File: src/rtl/serial_rx_pkg.sv
// Package: shared types for the asynchronous serial receiver.
// Assumes at most 8 data bits per character.
package serial_rx_pkg;

    parameter int unsigned RX_MAX_BITS = 8;

    typedef enum logic [2:0] {
        RX_IDLE,
        RX_START,
        RX_DATA,
        RX_PARITY,
        RX_STOP1,
        RX_STOP2
    } rx_state_t;

    typedef struct packed {
        logic [RX_MAX_BITS-1:0] data;
        logic                   par_bit;
        logic                   stop_bit;
    } rx_frame_t;

endpackage

File: src/rtl/serial_rx_sync.sv
// Module: serial_rx_sync
// Brings the asynchronous serial line into the clock domain through a
// chain of flops. Assumes an idle-high line, so the chain resets to 1.
module serial_rx_sync #(
    parameter int unsigned STAGES = 2
) (
    input  logic clk,
    input  logic rst_n,
    input  logic async_in,
    output logic sync_out
);
    logic [STAGES-1:0] chain_q;

    generate
        for (genvar s = 0; s < STAGES; s++) begin : g_stage
            if (s == 0) begin : g_first
                // Purpose: capture the raw line into the first stage
                always_ff @(posedge clk) begin
                    if (!rst_n) chain_q[0] <= 1'b1;
                    else        chain_q[0] <= async_in;
                end
            end else begin : g_next
                // Purpose: pass the value down the chain
                always_ff @(posedge clk) begin
                    if (!rst_n) chain_q[s] <= 1'b1;
                    else        chain_q[s] <= chain_q[s-1];
                end
            end
        end
    endgenerate

    assign sync_out = chain_q[STAGES-1];
endmodule

File: src/rtl/serial_rx_framer.sv
// Module: serial_rx_framer
// Finds the start bit, confirms it at mid-bit, and samples the data,
// parity and stop bits at their centres using OVS ticks per bit.
// Raises done for one cycle with the captured frame after the first stop
// bit. Assumes the configuration inputs are static while a frame is in
// progress. Starts no frame while hold_off is high.
module serial_rx_framer
    import serial_rx_pkg::*;
#(
    parameter int unsigned OVS = 16
) (
    input  logic      clk,
    input  logic      rst_n,
    input  logic      tick,
    input  logic      line_s,
    input  logic      hold_off,
    input  logic      cfg_len7,
    input  logic      cfg_par_en,
    input  logic      cfg_two_stop,
    output logic      done,
    output rx_frame_t frame
);
    localparam int unsigned CNT_W = $clog2(OVS);
    localparam int unsigned IDX_W = $clog2(RX_MAX_BITS);
    localparam logic [CNT_W-1:0] HALF_END = CNT_W'(OVS/2 - 1);
    localparam logic [CNT_W-1:0] FULL_END = CNT_W'(OVS - 1);

    rx_state_t              state_q;
    logic [CNT_W-1:0]       cnt_q;
    logic [IDX_W-1:0]       idx_q;
    logic [RX_MAX_BITS-1:0] shift_q;
    logic                   par_q;
    logic [IDX_W-1:0]       last_idx;
    logic                   at_centre;

    // Purpose: index of the final data bit for the configured length
    always_comb begin
        last_idx = cfg_len7 ? IDX_W'(RX_MAX_BITS - 2) : IDX_W'(RX_MAX_BITS - 1);
    end

    // Purpose: flag the tick that falls at the centre of the current bit
    always_comb begin
        at_centre = tick && (cnt_q == FULL_END);
    end

    // Purpose: receive state machine, bit timing and shifting
    always_ff @(posedge clk) begin
        if (!rst_n) begin
            state_q <= RX_IDLE;
            cnt_q   <= '0;
            idx_q   <= '0;
            shift_q <= '0;
            par_q   <= 1'b0;
            done    <= 1'b0;
            frame   <= '0;
        end else begin
            done <= 1'b0;
            case (state_q)
                RX_IDLE: begin
                    if (tick && !hold_off && !line_s) begin
                        state_q <= RX_START;
                        cnt_q   <= '0;
                    end
                end
                RX_START: begin
                    if (tick) begin
                        if (cnt_q == HALF_END) begin
                            cnt_q   <= '0;
                            idx_q   <= '0;
                            shift_q <= '0;
                            state_q <= line_s ? RX_IDLE : RX_DATA;
                        end else begin
                            cnt_q <= cnt_q + 1'b1;
                        end
                    end
                end
                RX_DATA: begin
                    if (at_centre) begin
                        cnt_q          <= '0;
                        shift_q[idx_q] <= line_s;
                        if (idx_q == last_idx) begin
                            state_q <= cfg_par_en ? RX_PARITY : RX_STOP1;
                        end else begin
                            idx_q <= idx_q + 1'b1;
                        end
                    end else if (tick) begin
                        cnt_q <= cnt_q + 1'b1;
                    end
                end
                RX_PARITY: begin
                    if (at_centre) begin
                        cnt_q   <= '0;
                        par_q   <= line_s;
                        state_q <= RX_STOP1;
                    end else if (tick) begin
                        cnt_q <= cnt_q + 1'b1;
                    end
                end
                RX_STOP1: begin
                    if (at_centre) begin
                        cnt_q          <= '0;
                        done           <= 1'b1;
                        frame.data     <= shift_q;
                        frame.par_bit  <= par_q;
                        frame.stop_bit <= line_s;
                        state_q        <= cfg_two_stop ? RX_STOP2 : RX_IDLE;
                    end else if (tick) begin
                        cnt_q <= cnt_q + 1'b1;
                    end
                end
                RX_STOP2: begin
                    if (at_centre) begin
                        cnt_q   <= '0;
                        state_q <= RX_IDLE;
                    end else if (tick) begin
                        cnt_q <= cnt_q + 1'b1;
                    end
                end
                default: state_q <= RX_IDLE;
            endcase
        end
    end


    blocked_idle_chk: assert property (@(posedge clk) disable iff (!rst_n)
        (state_q == RX_IDLE && hold_off) |=> (state_q == RX_IDLE));


    start_confirm_chk: assert property (@(posedge clk) disable iff (!rst_n)
        (state_q == RX_START) |=> (state_q inside {RX_START, RX_DATA, RX_IDLE}));
endmodule

File: src/rtl/serial_rx_check.sv
// Module: serial_rx_check
// Combinational checks on a captured frame: masks the data to the
// configured length, tests parity against the odd/even setting, and tests
// the first stop bit. Assumes the frame holds still while done is high.
module serial_rx_check
    import serial_rx_pkg::*;
(
    input  rx_frame_t              frame,
    input  logic                   cfg_len7,
    input  logic                   cfg_par_en,
    input  logic                   cfg_par_odd,
    output logic [RX_MAX_BITS-1:0] data_out,
    output logic                   par_bad,
    output logic                   stop_bad
);
    logic [RX_MAX_BITS-1:0] len_mask;

    // Purpose: keep only the bits that belong to the configured length
    always_comb begin
        len_mask = cfg_len7 ? {1'b0, {(RX_MAX_BITS-1){1'b1}}} : {RX_MAX_BITS{1'b1}};
        data_out = frame.data & len_mask;
    end

    // Purpose: parity and stop-bit verdicts
    always_comb begin
        par_bad  = cfg_par_en && (((^data_out) ^ frame.par_bit) != cfg_par_odd);
        stop_bad = !frame.stop_bit;
    end
endmodule

File: src/rtl/serial_rx_status.sv
// Module: serial_rx_status
// Holds the receive data register and the four flags. It decides on each
// completed character whether to load it, and drives both interrupt
// requests. Assumes done is a one-cycle pulse. A set on completion wins
// over a clear strobe in the same cycle.
module serial_rx_status
    import serial_rx_pkg::*;
(
    input  logic                   clk,
    input  logic                   rst_n,
    input  logic                   done,
    input  logic [RX_MAX_BITS-1:0] data_in,
    input  logic                   par_bad,
    input  logic                   stop_bad,
    input  logic                   irq_en,
    input  logic                   clr_ready,
    input  logic                   clr_overrun,
    input  logic                   clr_frame,
    input  logic                   clr_parity,
    output logic [RX_MAX_BITS-1:0] rx_data,
    output logic                   ready,
    output logic                   overrun,
    output logic                   frame_err,
    output logic                   parity_err,
    output logic                   irq_rxfull,
    output logic                   irq_rxerr,
    output logic                   hold_off
);
    logic load;

    // Purpose: a character is accepted only when the previous one was read
    always_comb begin
        load = done && !ready;
    end

    // Purpose: receive data register
    always_ff @(posedge clk) begin
        if (!rst_n)    rx_data <= '0;
        else if (load) rx_data <= data_in;
    end

    // Purpose: data-ready flag, set on a clean character
    always_ff @(posedge clk) begin
        if (!rst_n)                             ready <= 1'b0;
        else if (load && !par_bad && !stop_bad) ready <= 1'b1;
        else if (clr_ready)                     ready <= 1'b0;
    end

    // Purpose: overrun flag, set when a character arrives unread
    always_ff @(posedge clk) begin
        if (!rst_n)              overrun <= 1'b0;
        else if (done && ready)  overrun <= 1'b1;
        else if (clr_overrun)    overrun <= 1'b0;
    end

    // Purpose: framing error flag
    always_ff @(posedge clk) begin
        if (!rst_n)                frame_err <= 1'b0;
        else if (load && stop_bad) frame_err <= 1'b1;
        else if (clr_frame)        frame_err <= 1'b0;
    end

    // Purpose: parity error flag
    always_ff @(posedge clk) begin
        if (!rst_n)               parity_err <= 1'b0;
        else if (load && par_bad) parity_err <= 1'b1;
        else if (clr_parity)      parity_err <= 1'b0;
    end

    // Purpose: interrupt requests and the receive hold-off
    always_comb begin
        hold_off   = overrun || frame_err || parity_err;
        irq_rxfull = irq_en && ready;
        irq_rxerr  = irq_en && hold_off;
    end


    ready_src_chk: assert property (@(posedge clk) disable iff (!rst_n)
        $rose(ready) |-> $past(done));


    parity_src_chk: assert property (@(posedge clk) disable iff (!rst_n)
        $rose(parity_err) |-> ($past(done) && !ready));


    frame_load_chk: assert property (@(posedge clk) disable iff (!rst_n)
        (done && !ready && stop_bad) |=> (frame_err && rx_data == $past(data_in) && !ready));


    overrun_noload_chk: assert property (@(posedge clk) disable iff (!rst_n)
        (done && ready) |=> (overrun && ready && $stable(rx_data)));


    clr_frame_own_chk: assert property (@(posedge clk) disable iff (!rst_n)
        (clr_frame && !done) |=> !frame_err);
endmodule

File: src/rtl/serial_rx_core.sv
// Module: serial_rx_core (top)
// Asynchronous serial receiver: line synchroniser, bit framer, frame
// checker and status/flag stage. Assumes os_tick pulses OVS times per bit
// and at most once every few clock cycles (more than SYNC_STAGES apart).
module serial_rx_core
    import serial_rx_pkg::*;
#(
    parameter int unsigned OVS         = 16,
    parameter int unsigned SYNC_STAGES = 2
) (
    input  logic       clk,
    input  logic       rst_n,
    input  logic       line_in,
    input  logic       os_tick,
    input  logic       cfg_len7,
    input  logic       cfg_par_en,
    input  logic       cfg_par_odd,
    input  logic       cfg_two_stop,
    input  logic       irq_en,
    input  logic       clr_ready,
    input  logic       clr_overrun,
    input  logic       clr_frame,
    input  logic       clr_parity,
    output logic [7:0] rx_data,
    output logic       ready,
    output logic       overrun,
    output logic       frame_err,
    output logic       parity_err,
    output logic       irq_rxfull,
    output logic       irq_rxerr
);
    logic                   line_s;
    logic                   hold_off;
    logic                   done;
    rx_frame_t              frame;
    logic [RX_MAX_BITS-1:0] chk_data;
    logic                   par_bad;
    logic                   stop_bad;

    serial_rx_sync #(.STAGES(SYNC_STAGES)) u_sync (
        .clk      (clk),
        .rst_n    (rst_n),
        .async_in (line_in),
        .sync_out (line_s)
    );

    serial_rx_framer #(.OVS(OVS)) u_framer (
        .clk          (clk),
        .rst_n        (rst_n),
        .tick         (os_tick),
        .line_s       (line_s),
        .hold_off     (hold_off),
        .cfg_len7     (cfg_len7),
        .cfg_par_en   (cfg_par_en),
        .cfg_two_stop (cfg_two_stop),
        .done         (done),
        .frame        (frame)
    );

    serial_rx_check u_check (
        .frame       (frame),
        .cfg_len7    (cfg_len7),
        .cfg_par_en  (cfg_par_en),
        .cfg_par_odd (cfg_par_odd),
        .data_out    (chk_data),
        .par_bad     (par_bad),
        .stop_bad    (stop_bad)
    );

    serial_rx_status u_status (
        .clk         (clk),
        .rst_n       (rst_n),
        .done        (done),
        .data_in     (chk_data),
        .par_bad     (par_bad),
        .stop_bad    (stop_bad),
        .irq_en      (irq_en),
        .clr_ready   (clr_ready),
        .clr_overrun (clr_overrun),
        .clr_frame   (clr_frame),
        .clr_parity  (clr_parity),
        .rx_data     (rx_data),
        .ready       (ready),
        .overrun     (overrun),
        .frame_err   (frame_err),
        .parity_err  (parity_err),
        .irq_rxfull  (irq_rxfull),
        .irq_rxerr   (irq_rxerr),
        .hold_off    (hold_off)
    );
endmodule

File: config.mk
export PLATFORM = sky130hd
export DESIGN_NAME = serial_rx_core
export DESIGN_NICKNAME = d
export VERILOG_FILES = /design/src/rtl/serial_rx_pkg.sv /design/src/rtl/serial_rx_sync.sv /design/src/rtl/serial_rx_framer.sv /design/src/rtl/serial_rx_check.sv /design/src/rtl/serial_rx_status.sv /design/src/rtl/serial_rx_core.sv
export SDC_FILE = /design/constraint.sdc
export NUM_CORES = 1
export LEC_CHECK = 0
export ABC_AREA = 1
export CAP_MARGIN = 20
export CORE_MARGIN = 4
export CORE_UTILIZATION = 40
export CTS_CLUSTER_SIZE = 30
export DETAILED_ROUTE_END_ITERATION = 12
export GPL_TIMING_DRIVEN = 0
export PLACE_DENSITY = 0.64
export SLEW_MARGIN = 15
export SYNTH_ARGS = -nofsm -noshare
export SYNTH_HDL_FRONTEND = slang
export SYNTH_SLANG_ARGS = --single-unit
File: constraint.sdc
create_clock -name clk -period 2.6 [get_ports clk]
set_input_delay 0.52 -clock clk [delete_from_list [all_inputs] [get_ports clk]]
set_output_delay 0.52 -clock clk [all_outputs]
set_load 0.02 [all_outputs]
* Word-level counts from Yosys, hierarchy flattened
Cells that the tools add are included.
Word-level totals: bits in registers 44, latch bits 0, memory bits (writable) 0, memory bits (read-only) 0, bits of input ports 13, output and inout bits 14, logic and storage cells 118, memories kept 0
Cells by class: add/sub/neg operators 2, multiply operators 0, div/mod/pow operators 0, $lt $le $gt $ge 2, eq/ne operators 19, shift-type cells 0, multiplexer cells 41, bitwise logic cells 2, reduce and logical (&&, ||, !) cells 36
Operators with widths (count):
- 3-bit 2-to-1 mux | 14
- 8-bit 2-to-1 mux | 4
- 4-bit 2-to-1 mux | 5
- 3-bit case mux with 6 select lines | 1
- 8-bit case mux with 2 select lines | 1
- 2-bit by 1-bit inequality test with 1-bit output (second input constant) | 7
- 1-bit logical AND | 13
- 4-bit case mux with 3 select lines | 1
- 1-bit 2-to-1 mux | 11
- 2-bit nonzero test | 5
- 8-bit AND | 1
- 8-bit bitwise mux | 1
- 4-bit AND reduction | 2
- 8-bit AND reduction | 1
- 8-bit parity | 1
- 3-bit by 2-bit equality test with 1-bit output (second input constant) | 2
- 3-bit equality test (second input constant) | 2
- 3-bit case mux with 2 select lines | 1
- 2-bit AND reduction | 3
- 1-bit zero test | 5
- 5-bit AND reduction | 1
- 4-bit by 1-bit adder with 4-bit output (second input constant) | 1
- 4-bit by 3-bit equality test with 1-bit output (second input constant) | 1
- 4-bit equality test (second input constant) | 1
- 15 further kinds | 17

* Longest topological paths before layout
Gate-level depths: netlist of the first run.
word-level depth 10, gate-level depth with buffers 12, gate-level depth less buffers 12

* Hierarchy
A second synthesis of the first run with hierarchy kept.
Second synthesis, totals: cell total of the unflattened synthesis 386, area total of the unflattened synthesis 2419.8 sq um
Modules (own cells, without submodules):
- serial_rx_framer | instances 1, cells an instance 268, area an instance 1667.8 sq um, seq. area each 600.6 sq um
- serial_rx_status | instances 1, cells an instance 64, area an instance 471.7 sq um, seq. area each 240.2 sq um
- serial_rx_check | instances 1, cells an instance 48, area an instance 225.2 sq um, seq. area each 0.0 sq um
- serial_rx_sync | instances 1, cells an instance 6, area an instance 55.1 sq um, seq. area each 40.0 sq um

* Worst setup path after synthesis of the first run
No wires, ideal clock.
path kind register to register, start point reg u_framer.cnt_q[0], end point reg u_framer.frame[2] (netlist name), library setup time 0.116 ns, arrival time 1.378 ns, data required time 2.484 ns, slack 1.106 ns, cell stages (with the launch flop) 10, path buffers 1, clock period less this slack 1.494 ns, cells stage by stage dfxtp_1 ha_1 nand2_1 inv_1 nand3_1 nor2_1 inv_1 buf_2 nor2_1 nor2_1
On the way: word-level cells in the longest chain between the ends 3
RTL lines:
- from (decl) | line serial_rx_framer.sv:29 | logic [CNT_W-1:0] cnt_q;
- from (signal assigned) | line serial_rx_framer.sv:73 | cnt_q <= cnt_q + 1'b1;
- from (signal assigned) | line serial_rx_framer.sv:87 | cnt_q <= cnt_q + 1'b1;
- from (signal assigned) | line serial_rx_framer.sv:96 | cnt_q <= cnt_q + 1'b1;
- 4-bit equality test | line serial_rx_framer.sv:43 | at_centre = tick && (cnt_q == FULL_END);
- 1-bit logical AND | line serial_rx_framer.sv:43
- 2-bit AND reduction (no source line)
Every way passes these cells. A chain may end at the register's enable or synchronous reset.

* Worst setup path in the final report of the first run
start point in irq_en, end point out irq_rxerr
On the way: word-level cells in the longest chain between the ends 1
RTL lines:
- from (decl) | line serial_rx_core.sv:19 | input logic irq_en,
- 1-bit logical AND | line serial_rx_status.sv:74 | irq_rxerr = irq_en && hold_off;
- to (decl) | line serial_rx_core.sv:30 | output logic irq_rxerr
Every way passes these cells.

==> results.tsv, run 1 <==
stage	metric	value	unit
clock_tree	post_cts_buffers	0	
clock_tree	clk_path_buf_depth	2	
global_route	grt_pass1_vias	1932	
timing	maxSlewViolCount	0	
detailed_routing	vias	1964	
setup_path	critPathTopFamily	buffers and inverters	
yosys	synth_top_family_by_area	simple AND/OR/NAND/NOR gates	
clock_tree	clkSinkCount	44	
setup_path	crit_path_max_incr_delay	600	ps
timing	tns	0	ps
placed_design	gp_congestion	0.839	
final_layout	fill_cells	548	
floorplan	rows	26	
setup_path	cp_cell_sequence	clkdlybuf4s50_1 -> inv_1 -> nor2_1 -> clkdlybuf4s50_1	
timing	finalSetupViolCount	0	
clock_tree	cts_tree	yes	
final_layout	diodes	0	
setup_path	worst_setup_path_end_kind	output pin	
placed_design	place_hpwl	3680	um
floorplan	die_x	80.9	um
timing	maxSlewHeadroom	62.4	%
detailed_routing	dr.pass1.iters	4	
floorplan	core_area	5140	um2
timing	finClkSkew	3.56	ps
yosys	syn-num-nets	326	
global_route	grt_usage	16.8	%
placed_design	placedCellCount	407	
yosys	yosys_most_used_dff	dfxtp_1	
yosys	synth_area_leaders	dfxtp_1 41%, nand2_1 11%, nor2_1 9.2%	
yosys	synth.area.mux_share	0	%
setup_path	cp.arrival	1730	ps
run	cap_violations	0	
detailed_routing	drtIter0Drc	96	
timing	worstMarginPinSlew	564	ps
yosys	synth_compound_area_share	16.3	%
timing	fmax	0.444	GHz
timing	rsz0062_at_grt	no	
final_layout	final_nets	359	
setup_path	path_class	in -> out	
yosys	synthDistinctLibCells	30	
detailed_routing	drcViolationCount	0	
yosys	ys_seq_area_share	41.5	%
clock_tree	htreeDepth	2	
power	peakVddDrop	284	uV
yosys	synthAdderAreaFrac	1.18	%
yosys	synth.avg_cell_area	6.83	um2
setup_path	crit_top_cell	clkdlybuf4s50_1	
clock_tree	cts_buffers	5	
clock_tree	clk_latency	290	ps
power	p_total	1.73	mW
yosys	synthTopCellsByCount	61 x nand2_1, 52 x nor2_1, 44 x dfxtp_1	
detailed_routing	wire_per_inst	11.5	um
yosys	synth_xor_area_share	1.65	%
yosys	yosysTopAreaCellShare	41.5	%
clock_tree	cts_root_buf	clkbuf_8	
clock_tree	postCtsHoldBufs	0	
power	power_density	665	nW/um2
detailed_routing	routed_via_density	4.74	
yosys	yosysTopAreaCell	dfxtp_1	
setup_path	cp-start-kind	input pin	
detailed_routing	postRouteAntennaNets	0	
timing	period_share	86.7	%
setup_path	cpMaxStageDelayCell	clkdlybuf4s50_1	
yosys	yosys_register_bits	44	
timing	hold_violations	0	
floorplan	die-area	6540	um2
power	p_leak	1.10	nW
final_layout	layout.cells.non_filler	414	
setup_path	crit_required	2080	ps
floorplan	die_h	80.9	um
timing	period_minus_slack	2250	ps
final_layout	syn2layout_area_growth	22.5	%
detailed_routing	drt-total-wl	4770	um
floorplan	pin_count	27	
yosys	netlist_instances	311	
yosys	yosysMostFrequentCell	nand2_1	
setup_path	crit_buf_inv	3	
clock_tree	cts.repair.resized	0	
yosys	synthSimpleGateAreaFrac	30.3	%
yosys	synth_edf_count	0	
global_route	grt_pass1_wl	8690	um
global_route	grt_max_degree	14	
global_route	grt.overflow.total	0	
yosys	yosysWarningCount	0	
global_route	antenna_found_initial	0	
placed_design	portBuffers	26	
final_layout	drive_above_1_share	9.01	%
setup_path	path_max_fanout	2	
status	status	complete, no violations	
min_path	hold_path.class	reg -> reg	
final_layout	multi_input_area	1050	um2
floorplan	initial_core_util	41.3	%
yosys	async_reset_ff_share	0	%
clock_tree	clk_pin_slew	80	ps
yosys	netlist_area	2120	um2
final_layout	regArea	881	um2
kinds of logic (layout without fill, tap and decap cells):
logic type | after synthesis | count (layout)
AOI/OAI and AO/OA | 67 | 67
adders and majority gates | 2 | 2
and+or+nand+nor | 145 | 145
buffers and inverters | 49 | 82
DFF | 44 | 44
xor gates and xnor gates | 4 | 4
area by class of cell:
class | count | area share [%]
multi-input cells | 218 | 40.3
inverters | 40 | 5.77
clock buffers | 5 | 2.65
repair buffers | 26 | 10.0
plain buffers | 9 | 1.68
well taps | 70 | 3.37
clock inverters | 2 | 2.31
flip-flops and latches | 44 | 33.9
worst reg2reg max path: cells and delay by family, from the launching register on:
family / cells / cell delay, ps
buffers and inverters: 3 / 510
adder cells (fa/ha/maj): 1 / 190
flip-flops: 1 / 390
AND/OR/NAND/NOR: 5 / 680
placed cells by master (no fill, tap or decap), drive strengths merged, types with 6 or more instances in the layout:
master / n
nor3: 6
o21ai: 32
nand3: 13
nand2: 62
dfxtp: 44
clkdlybuf4s50: 26
clkbuf: 10
a21oi: 33
inv: 40
nor2: 57
layer usage:
layer  up-vias  GRT usage [%]  part of all wire, %
li1       1058              -                    -
met1       870           21.6                   49
met2        30           26.7                   45
met3         6           4.43                  4.4
met4         0           6.76                  1.4
met5         -              0                    0
final timing paths:
check	startpoint	endpoint	slack, ps	depth (start not counted)
max reg2reg	u_framer.cnt_q[0]	u_framer.frame[3]	740	9
min reg2reg	u_sync.chain_q[0]	u_sync.sync_out	430	1
max	irq_en	irq_rxerr	350	4
min	u_sync.chain_q[0]	u_sync.sync_out	430	1
flip-flops by register name, indices dropped and copies added (netlist names):
signal and cells:
u_framer.cnt_q 4, u_framer.shift_q 8, u_status.frame_err 1, u_framer.par_q 1, u_framer.done 1, u_sync.chain_q 1, u_framer.frame 10, u_status.ready 1
u_status.parity_err 1, u_framer.state_q 3, u_status.overrun 1, u_status.rx_data 8, u_framer.idx_q 3, u_sync.sync_out 1
metrics by stage:
step	utilization (%)	cell area (um2)	worst slack [ps]	hold slack [ps]
after global routing	50.6	2600	256	451
after floorplan	-	2120	1110	393
after detailed placement	48.1	2470	349	408
final	50.6	2600	345	426
after CTS	50.6	2600	345	431
after global placement	48.1	2470	349	404
report_power, final:
part           leakage, nW  switching [mW]  internal [mW]
registers            0.355          0.0323          0.700
clock network       0.0642           0.224          0.378
logic                0.683           0.251          0.143
(Power assumes the default switching activity.)
==> inputs of run 2 (changes only) <==
Settings changed: CORE_UTILIZATION 40 to 35, PLACE_DENSITY 0.64 to 0.58, REMOVE_ABC_BUFFERS set to 1.
==> run 2 against run 1 <==
Compared with the run above:
- sequential share of layout area rose by 0.68 points
- critical path type unchanged
- register-to-register slack worse by 60 ps
- highest routed layer unchanged
- sequential power is essentially flat
- count of clock-buffer cells in the layout did not move
- clock skew is essentially flat
- fmax rose by 0.24%
- clock power decreased by 10%
- first-iteration DRC count shrank 32%
- critical path depth is the same
- design area shrank 2.0%
==> results.tsv, run 2 (synthesis gave the netlist of run 1 again) <==
stage	metric	value	unit	change
power	peakVddDrop	256	uV	was 284 uV
floorplan	die_x	85.9	um	was 80.9 um
final_layout	drive_above_1_share	8.63	%	was 9.01%
floorplan	die_h	85.9	um	was 80.9 um
final_layout	final_nets	350		was 359
clock_tree	cts_root_buf	clkbuf_8		unchanged
final_layout	syn2layout_area_growth	20.0	%	was 22.5%
setup_path	worst_setup_path_end_kind	output pin		unchanged
final_layout	reg_top3	u_framer.frame x10, u_framer.shift_q x8, u_status.rx_data x8		unchanged
clock_tree	clk_latency	300	ps	was 290 ps
detailed_routing	dr.pass1.iters	4		unchanged
placed_design	portBuffers	26		unchanged
setup_path	path_max_fanout	2		unchanged
min_path	hold_path.class	reg -> reg		unchanged
clock_tree	cts_tree	yes		unchanged
timing	finalSetupViolCount	0		unchanged
timing	rsz0062_at_grt	no		unchanged
final_layout	regArea	881	um2	unchanged
floorplan	pin_count	27		unchanged
clock_tree	clk_pin_slew	80	ps	about the same
global_route	grt_max_degree	24		was 14
setup_path	cp.arrival	1730	ps	about the same
placed_design	place_hpwl	3160	um	was 3680 um
final_layout	largest_reg_flops	10		unchanged
detailed_routing	wire_per_inst	10.4	um	was 11.5 um
global_route	grt_pass1_wl	7930	um	was 8690 um
timing	tns	0	ps	unchanged
final_layout	diodes	0		unchanged
final_layout	layout.cells.non_filler	411		was 414
final_layout	layout_commonest_cell	nand2_1		unchanged
clock_tree	postCtsHoldBufs	0		unchanged
global_route	grt_pass1_vias	1808		was 1932
setup_path	cp-start-kind	input pin		unchanged
timing	period_minus_slack	2250	ps	about the same
power	p_leak	1.07	nW	was 1.10 nW
timing	fmax	0.445	GHz	was 0.444 GHz
floorplan	rows	28		was 26
placed_design	postPlaceCellArea	2430	um2	was 2470 um2
setup_path	crit_required	2080	ps	about the same
global_route	grt.overflow.total	0		unchanged
status	status	complete, no violations		unchanged
timing	hold_violations	0		unchanged
floorplan	die-area	7380	um2	was 6540 um2
timing	whs	419	ps	was 426 ps
global_route	antenna_found_initial	0		unchanged
clock_tree	post_cts_buffers	0		unchanged
final_layout	final_core_util	43.0	%	was 50.6%
detailed_routing	drt-total-wl	4290	um	was 4770 um
timing	period_share	86.5	%	was 86.7%
detailed_routing	postRouteAntennaNets	0		unchanged
clock_tree	cts.repair.resized	0		unchanged
run	cap_violations	0		unchanged
detailed_routing	drcViolationCount	0		unchanged
floorplan	initial_core_util	35.9	%	was 41.3%
clock_tree	clk_path_buf_depth	2		unchanged
floorplan	core_area	5920	um2	was 5140 um2
timing	maxSlewHeadroom	42.4	%	was 62.4%
clock_tree	htreeDepth	2		unchanged
global_route	grt_usage	13.2	%	was 16.8%
final_layout	layout_common_cells	61 x nand2_1, 52 x nor2_1, 44 x dfxtp_1		unchanged
timing	worstMarginPinSlew	861	ps	was 564 ps
final_layout	fill_cells	630		was 548
placed_design	placedCellCount	403		was 407
timing	finClkSkew	3.90	ps	was 3.56 ps
placed_design	gp_congestion	0.792		was 0.839
timing	maxSlewViolCount	0		unchanged
detailed_routing	drtIter0Drc	65		was 96
power	power_density	642	nW/um2	was 665 nW/um2
detailed_routing	vias	1884		was 1964
clock_tree	cts_buffers	5		unchanged
clock_tree	clkSinkCount	44		unchanged
final_layout	multi_input_area	1050	um2	unchanged
final_layout	stdcell_area	2550	um2	was 2600 um2
setup_path	path_class	in -> out		unchanged
final_layout	largest-register	u_framer.frame		unchanged
detailed_routing	routed_via_density	4.58		was 4.74
run 2: changes by cell type in the layout (fill, tap and decap cells not counted), sizes merged:
cell | before | now
clkinvlp | 0 | 1
clkbuf | 10 | 5
inv | 40 | 41
bufinv | 2 | 1
buf | 4 | 0
run 2: final cells by class:
type | count | area share (%)
clock buffers | 5 | 2.70
clock inverters | 3 | 1.82
inverters | 40 | 5.89
multi-input cells | 218 | 41.1
flip-flops and latches | 44 | 34.6
well taps | 75 | 3.68
repair buffers | 26 | 10.2
run 2: through the flow:
| stage | power [mW] | worst slack [ps] |
|---|---|---|
| after floorplan | 1.03 | 1070 |
| after global placement | 1.12 | 12.2 |
| after detailed placement | 1.12 | -22.2 |
| after CTS | 1.66 | 318 |
| after global routing | 1.75 | 172 |
| final | 1.64 | 351 |
run 2: worst paths after layout:
kind	slack [ps]	cells past startpoint	from	to
setup / recovery	350	4	irq_en	irq_rxerr
hold / removal	420	1	u_sync.chain_q[0]	u_sync.sync_out
setup reg to reg	680	8	u_framer.cnt_q[0]	u_framer.frame[1]
hold reg to reg	420	1	u_sync.chain_q[0]	u_sync.sync_out
run 2: where the power goes:
group / leakage, nW / internal [mW] / switching, mW
Sequential: 0.355 / 0.700 / 0.0333
Clock: 0.0548 / 0.290 / 0.251
Combinational: 0.663 / 0.128 / 0.235
Total: 1.07 / 1.12 / 0.519
run 2: critical path, stage by stage:
cell and delay (ps):
clkdlybuf4s50_1 470, inv_1 40, nor2_1 90, clkdlybuf4s50_1 600
run 2: layer usage:
layer	global-route usage, %	vias up	part of all wire, %
li1	-	1043	-
met1	16.7	811	48
met2	21.9	24	46
met3	3.65	6	4.3
met4	4.17	0	1.1
met5	0	-	0
==> inputs of run 3 (changes only) <==
Clock period 2.6 ns to 2.5 ns, I/O delays scaled along.
==> results of run 3 <==
Same layout as run 2 (identical final DEF). Status: complete, no violations.
Main changes from that run: setup slack after placement -22.2 ps -> -102 ps; setup slack after layout 351 ps -> 291 ps; register-to-register setup slack 680 ps -> 580 ps; total power 1.64 mW -> 1.70 mW; worst IR drop on VDD 256 uV -> 266 uV
